**src/rtl/cmd_tx_seq_pkg.sv**
```systemverilog
package cmd_tx_seq_pkg;

    localparam int STS_BIT_CMDRDY = 6;
    localparam int STS_BIT_VALID  = 7;
    localparam int STS_BIT_EXPECT = 3;
    localparam int BURST_LSB      = 8;
    localparam int BURST_W        = 16;
    localparam logic [31:0] GO_WORD = 32'h0000_0020;

    typedef enum logic [2:0] {
        S_IDLE,
        S_READ,
        S_WAIT,
        S_CHECK,
        S_FETCH,
        S_WRITE,
        S_GO
    } state_e;

    typedef enum logic [1:0] {
        W_READY,
        W_BURST,
        W_MID,
        W_END
    } wait_e;

    typedef enum logic [2:0] {
        E_NONE     = 3'd0,
        E_LEN      = 3'd1,
        E_TIMEOUT  = 3'd2,
        E_OVERFLOW = 3'd3,
        E_TAIL     = 3'd4
    } err_e;

endpackage

```
**src/rtl/cts_us_tick.sv**
```systemverilog
module cts_us_tick #(
    parameter int DIV = 125
) (
    input  logic clk,
    input  logic rst_n,
    input  logic clr,
    output logic tick
);
    localparam int W = (DIV > 1) ? $clog2(DIV) : 1;
    localparam logic [W-1:0] TOP = W'(DIV - 1);

    logic [W-1:0] cnt_d, cnt_q;

    always_comb begin
        if (clr || cnt_q == TOP) cnt_d = '0;
        else                     cnt_d = cnt_q + 1'b1;
    end

    always_ff @(posedge clk or negedge rst_n) begin
        if (!rst_n) cnt_q <= '0;
        else        cnt_q <= cnt_d;
    end

    assign tick = (cnt_q == TOP);
endmodule

```
**src/rtl/cts_poll_budget.sv**
```systemverilog
module cts_poll_budget #(
    parameter int LIMIT = 1000000
) (
    input  logic clk,
    input  logic rst_n,
    input  logic clr,
    input  logic inc,
    output logic last
);
    localparam int W = $clog2(LIMIT + 1);
    localparam logic [W-1:0] FINAL = W'(LIMIT - 1);

    logic [W-1:0] cnt_d, cnt_q;

    always_comb begin
        if (clr)      cnt_d = '0;
        else if (inc) cnt_d = cnt_q + 1'b1;
        else          cnt_d = cnt_q;
    end

    always_ff @(posedge clk or negedge rst_n) begin
        if (!rst_n) cnt_q <= '0;
        else        cnt_q <= cnt_d;
    end

    assign last = (cnt_q == FINAL);
endmodule

```
**src/rtl/cmd_tx_seq.sv**
```systemverilog
module cmd_tx_seq
    import cmd_tx_seq_pkg::*;
#(
    parameter int ADDR_W     = 8,
    parameter int LEN_W      = 16,
    parameter int CLK_PER_US = 125,
    parameter int MAX_POLLS  = 1000000,
    parameter logic [ADDR_W-1:0] STS_ADDR  = 'h18,
    parameter logic [ADDR_W-1:0] DATA_ADDR = 'h24
) (
    input  logic              clk,
    input  logic              rst_n,
    input  logic              start,
    input  logic [LEN_W-1:0]  cmd_len,
    input  logic [7:0]        src_data,
    input  logic              src_valid,
    output logic              src_ready,
    output logic [ADDR_W-1:0] bus_addr,
    output logic [31:0]       bus_wdata,
    output logic              bus_rd,
    output logic              bus_wr,
    input  logic [31:0]       bus_rdata,
    input  logic              bus_rdy,
    output logic              busy,
    output logic              done,
    output logic              err,
    output logic [2:0]        err_code
);
    localparam int CW = (LEN_W > BURST_W) ? LEN_W : BURST_W;

    typedef struct packed {
        state_e             st;
        wait_e              wk;
        logic [LEN_W-1:0]   rem;
        logic [BURST_W-1:0] burst;
        logic [CW-1:0]      cnt;
        logic               last;
        logic [7:0]         data;
        logic               done;
        logic               err;
        err_e               code;
    } regs_t;

    regs_t r_d, r_q;

    logic tick, tick_clr;
    logic poll_clr, poll_inc, poll_last;

    logic [BURST_W-1:0] sts_burst;
    logic               hit;
    logic [CW-1:0]      rem_m1;
    logic [CW-1:0]      burst_ext;

    logic unused_rdata;
    assign unused_rdata = ^{bus_rdata[31:BURST_LSB+BURST_W], bus_rdata[5:4], bus_rdata[2:0]};

    cts_us_tick #(.DIV(CLK_PER_US)) u_tick (
        .clk   (clk),
        .rst_n (rst_n),
        .clr   (tick_clr),
        .tick  (tick)
    );

    cts_poll_budget #(.LIMIT(MAX_POLLS)) u_budget (
        .clk   (clk),
        .rst_n (rst_n),
        .clr   (poll_clr),
        .inc   (poll_inc),
        .last  (poll_last)
    );

    assign sts_burst = bus_rdata[BURST_LSB +: BURST_W];
    assign rem_m1    = CW'(r_q.rem) - 1'b1;
    assign burst_ext = CW'(r_q.burst);

    always_comb begin
        unique case (r_q.wk)
            W_READY:      hit = bus_rdata[STS_BIT_CMDRDY];
            W_BURST:      hit = (sts_burst != '0);
            default:      hit = bus_rdata[STS_BIT_VALID];
        endcase
    end

    always_comb begin
        r_d      = r_q;
        r_d.done = 1'b0;
        r_d.err  = 1'b0;
        tick_clr = 1'b0;
        poll_clr = 1'b0;
        poll_inc = 1'b0;

        unique case (r_q.st)
            S_IDLE: begin
                if (start) begin
                    if (cmd_len == '0) begin
                        r_d.err  = 1'b1;
                        r_d.code = E_LEN;
                    end else begin
                        r_d.code = E_NONE;
                        r_d.rem  = cmd_len;
                        r_d.wk   = W_READY;
                        r_d.st   = S_READ;
                        poll_clr = 1'b1;
                    end
                end
            end
            S_READ: begin
                if (bus_rdy) begin
                    if (hit) begin
                        poll_clr = 1'b1;
                        unique case (r_q.wk)
                            W_MID: begin
                                if (!bus_rdata[STS_BIT_EXPECT]) begin
                                    r_d.err  = 1'b1;
                                    r_d.code = E_OVERFLOW;
                                    r_d.st   = S_IDLE;
                                end else begin
                                    r_d.burst = sts_burst;
                                    r_d.st    = S_CHECK;
                                end
                            end
                            W_END: begin
                                if (bus_rdata[STS_BIT_EXPECT]) begin
                                    r_d.err  = 1'b1;
                                    r_d.code = E_TAIL;
                                    r_d.st   = S_IDLE;
                                end else begin
                                    r_d.st = S_GO;
                                end
                            end
                            default: begin
                                r_d.burst = sts_burst;
                                r_d.st    = S_CHECK;
                            end
                        endcase
                    end else if (poll_last) begin
                        r_d.err  = 1'b1;
                        r_d.code = E_TIMEOUT;
                        r_d.st   = S_IDLE;
                    end else begin
                        poll_inc = 1'b1;
                        tick_clr = 1'b1;
                        r_d.st   = S_WAIT;
                    end
                end
            end
            S_WAIT: begin
                if (tick) r_d.st = S_READ;
            end
            S_CHECK: begin
                if (r_q.burst == '0) begin
                    r_d.wk = W_BURST;
                    r_d.st = S_READ;
                end else if (r_q.rem == LEN_W'(1)) begin
                    r_d.last = 1'b1;
                    r_d.cnt  = CW'(1);
                    r_d.st   = S_FETCH;
                end else begin
                    r_d.last = 1'b0;
                    r_d.cnt  = (burst_ext < rem_m1) ? burst_ext : rem_m1;
                    r_d.st   = S_FETCH;
                end
            end
            S_FETCH: begin
                if (src_valid) begin
                    r_d.data = src_data;
                    r_d.st   = S_WRITE;
                end
            end
            S_WRITE: begin
                if (bus_rdy) begin
                    r_d.rem = r_q.rem - 1'b1;
                    r_d.cnt = r_q.cnt - 1'b1;
                    if (r_q.cnt == CW'(1)) begin
                        r_d.wk   = r_q.last ? W_END : W_MID;
                        r_d.st   = S_READ;
                        poll_clr = 1'b1;
                    end else begin
                        r_d.st = S_FETCH;
                    end
                end
            end
            S_GO: begin
                if (bus_rdy) begin
                    r_d.done = 1'b1;
                    r_d.st   = S_IDLE;
                end
            end
            default: r_d.st = S_IDLE;
        endcase
    end

    always_ff @(posedge clk or negedge rst_n) begin
        if (!rst_n) r_q <= '0;
        else        r_q <= r_d;
    end

    assign src_ready = (r_q.st == S_FETCH);
    assign bus_rd    = (r_q.st == S_READ);
    assign bus_wr    = (r_q.st == S_WRITE) || (r_q.st == S_GO);
    assign bus_addr  = (r_q.st == S_WRITE) ? DATA_ADDR : STS_ADDR;
    assign bus_wdata = (r_q.st == S_WRITE) ? {24'd0, r_q.data} : GO_WORD;
    assign busy      = (r_q.st != S_IDLE);
    assign done      = r_q.done;
    assign err       = r_q.err;
    assign err_code  = r_q.code;
endmodule

```
**config.mk**
```make
export PLATFORM = sky130hd
export DESIGN_NAME = cmd_tx_seq
export DESIGN_NICKNAME = d
export VERILOG_FILES = /design/src/rtl/cmd_tx_seq_pkg.sv /design/src/rtl/cts_us_tick.sv /design/src/rtl/cts_poll_budget.sv /design/src/rtl/cmd_tx_seq.sv
export SDC_FILE = /design/constraint.sdc
export NUM_CORES = 1
export LEC_CHECK = 0
export BUFFER_PORTS_ARGS = -buffer_cell sky130_fd_sc_hd__buf_4
export CAP_MARGIN = 0
export CORE_AREA = 2 2 108 110
export CTS_BUF_LIST = sky130_fd_sc_hd__clkbuf_8
export DETAILED_ROUTE_END_ITERATION = 10
export DIE_AREA = 0 0 110 112
export PLACE_DENSITY = 0.79
export SLEW_MARGIN = 25
export SYNTH_ARGS = -nofsm -noshare
export SYNTH_HDL_FRONTEND = slang
export SYNTH_SLANG_ARGS = --single-unit
```
**constraint.sdc**
```tcl
create_clock -name clk -period 4.3 [get_ports clk]
set_input_delay 0 -clock clk [delete_from_list [all_inputs] [get_ports clk]]
set_output_delay 0 -clock clk [all_outputs]
set_load 0.05 [all_outputs]
```
==> metrics.cfg <==
[run_status]
status=complete, no violations

[sta]
slew_headroom=0.301
clock-skew-final_ns=0.0150
min_period_ns=4.06
fmax_mhz=246
finalHoldViolations=0
setup_viol=0
final_max_slew_viol_count=0
fin_tns_setup_ns=0
rsz0062_at_grt=false
tightest_slew_ns=1.04
hold_ws_ns=0.0395
final.period_utilization=0.945

[synth]
syn_area_per_cell_sq_um=8.73
synth_seq_cells=94
synthCells=691
syn-cell-area_sq_mm=0.00603
synth_edf_count=0
synthArstFlopShare=1.00
synth_cell_types=60
yosysTopAreaCell=dfrtp_1
synth.most_common_cell=dfrtp_1
synth_flop_cell=dfrtp_1
synth-seq-area-share=0.390
ys_top_cells_by_area=dfrtp_1 39%, nor2_1 5.3%, mux2_2 4.5%
ys_top_cells_by_count=94 x dfrtp_1, 85 x nor2_1, 58 x nand2_1, 46 x o21ai_0, 38 x a21oi_1
yosysWarnings=0
synthDominantCellAreaShare=0.390

[hold_path]
whs_path_depth=4
min_path_type=input port to register
min_to=r_q[58]
hold_start=cmd_len[12]

[critical_path]
worst_ep_arrival_time_ns=4.34
startpoint_type=register
cp.required_ns=4.58
worstReg2RegEnd=r_q[15]
reg2reg_from=r_q[47]
worst-r2r-setup-slack_ns=0.24
crit_type=register to register
critPathMaxFanout=28
reg2reg_depth=14
crit_path_end_kind=register

[power_and_ir_drop]
leakage_nw=3.15
power_density_mw_per_mm2=696
ir_drop_mv=0.336
p_total_mw=5.00

[die]
die_area_sq_mm=0.0123
core_area_sq_mm=0.0112
pin_count=110
die_w_microns=110
row_count=39
initial_core_util=0.540
die_height_microns=112

[global_routing]
grt_pass1_wl_mm=25.8
track_usage=0.268
antenna_found_initial=0
first_global_vias=5317
grt_max_degree=65
grt_remaining_overflow=0

[routing]
ant_nets=0
drt-pass1-iter-count=5
vias_per_cell=5.85
wl_mm=15.6
drc=0
first_iter_violations=532
post_drt_wl_per_cell_microns=16.8
dr_total_vias=5455

[place]
gp_congestion=0.926
hpwl_mm=10.9
port-buffer-count=68

[final_layout]
final_nets=865
syn_to_final_growth_pct=19.2
drive_gt1_frac=0.165
antenna_cells=0

[cts]
cts.sinks=94
cts_tree=yes
htree_levels=3
clockBufferDepth=2
post_cts_buffers=0
path_clk_slew_ns=0.10
clk_latency_ns=0.39
root_buffer=clkbuf_8
cts_buffers=9

[flow_run]
max-cap-violations=0

[flip-flops by register name, indices dropped and copies added (netlist names)]
register        count
err                 1
u_tick.cnt_q        7
burst_ext          16
r_q                46
done                1
u_budget.cnt_q     20
err_code            3
[cells by family (layout without fill, tap and decap cells)]
group / after synthesis / in the layout / synth area share
buf+inv: 81 / 152 / 0.0737
mux: 30 / 30 / 0.0556
compound gates: 146 / 146 / 0.154
flops: 94 / 94 / 0.390
simple gates: 282 / 282 / 0.231
xor+xnor: 37 / 37 / 0.0537
other cells: 1 / 28 / 0.000622
fa+ha+maj: 20 / 20 / 0.0415
[routing by layer]
| layer | up-vias | GRT usage | routed length [microns] |
|---|---|---|---|
| li1 | 2593 | - | - |
| met1 | 2617 | 0.351 | 6700 |
| met2 | 200 | 0.436 | 7590 |
| met3 | 45 | 0.0504 | 878 |
| met4 | 0 | 0.105 | 479 |
| met5 | - | 0 | 0 |
[where the power goes]
part / switching (mW) / total (mW) / internal (mW) / leakage, nW
clock network: 0.332 / 0.716 / 0.383 / 0.119
registers: 0.403 / 1.60 / 1.20 / 1.19
logic: 1.60 / 2.69 / 1.08 / 1.84
[stage by stage]
| step | util | worst slack, ns | instance area [sq um] | instances |
|---|---|---|---|---|
| 2_1_floorplan | - | 0.596 | 6130 | 718 |
| 3_3_place_gp | 0.584 | 0.399 | 6520 | 874 |
| 3_5_place_dp | 0.584 | 0.296 | 6520 | 874 |
| 4_1_cts | 0.642 | 0.248 | 7180 | 932 |
| 5_1_grt | 0.643 | 0.0633 | 7190 | 932 |
| 6_report | 0.643 | 0.238 | 7190 | 932 |
[critical path: stages (launching register included)]
cell and delay, ns:
dfrtp_1 0.41, inv_1 0.10, ha_1 0.28, or4b_4 0.53, or3_1 0.44, or3_1 0.34, xor2_1 0.26, ha_1 0.28
and4_1 0.19, o2111ai_1 0.12, nor4_2 0.08, a211o_1 0.32, buf_12 0.17, mux2i_1 0.12, a221o_1 0.31
[area by class of cell]
cell class                      count  area (sq um)
Tap cell                          143           179
Inverter                           18          67.6
Timing Repair Buffer              118          1000
Fill cell                         924          3990
Clock inverter                      7           113
Sequential cell                    94          2350
Clock buffer                        9           124
Multi-Input combinational cell    543          3350
[how the worst max path moves through the flow]
stage               cells after the start     from       to  slack [ns]
finish                                 14  r_q[47]  r_q[15]        0.24
global route                           14  r_q[47]  r_q[15]        0.06
floorplan                              14  r_q[46]  r_q[24]        0.60
CTS                                    14  r_q[47]  r_q[21]        0.25
global placement                       14  r_q[47]  r_q[21]        0.40
detailed placement                     14  r_q[47]  r_q[21]        0.30
[timing repair]
| item | CTS | global route |
|---|---|---|
| gates resized for setup | 0 | 1 |
| endpoints found under the setup margin | 0 | 2 |
| endpoints found under the hold margin | 71 | 0 |
| hold buffers | 42 | 0 |
[cell usage in the layout (no fill, tap or decap), types with 4 or more instances in the layout]
cell type      instances
mux2i_1                5
a211o_1                6
mux2_2                24
nor2_1                85
a21oi_1               38
o21ai_0               45
buf_4                 75
conb_1                28
o21a_1                 9
ha_1                  20
nand4_1                7
o22a_1                 4
dlygate4sd3_1         42
a31oi_1                4
nand3_1               23
nor3_1                28
or3_1                  8
clkbuf_8               9
nor4_1                22
xor2_1                12
nand2b_1               6
and4_1                 4
and2_1                12
and3_1                 8
inv_1                 18
a211oi_1               4
xnor2_1               25
o21ai_1                5
nand2_1               58
dfrtp_1               94
Power figures use the tool's default switching activity.
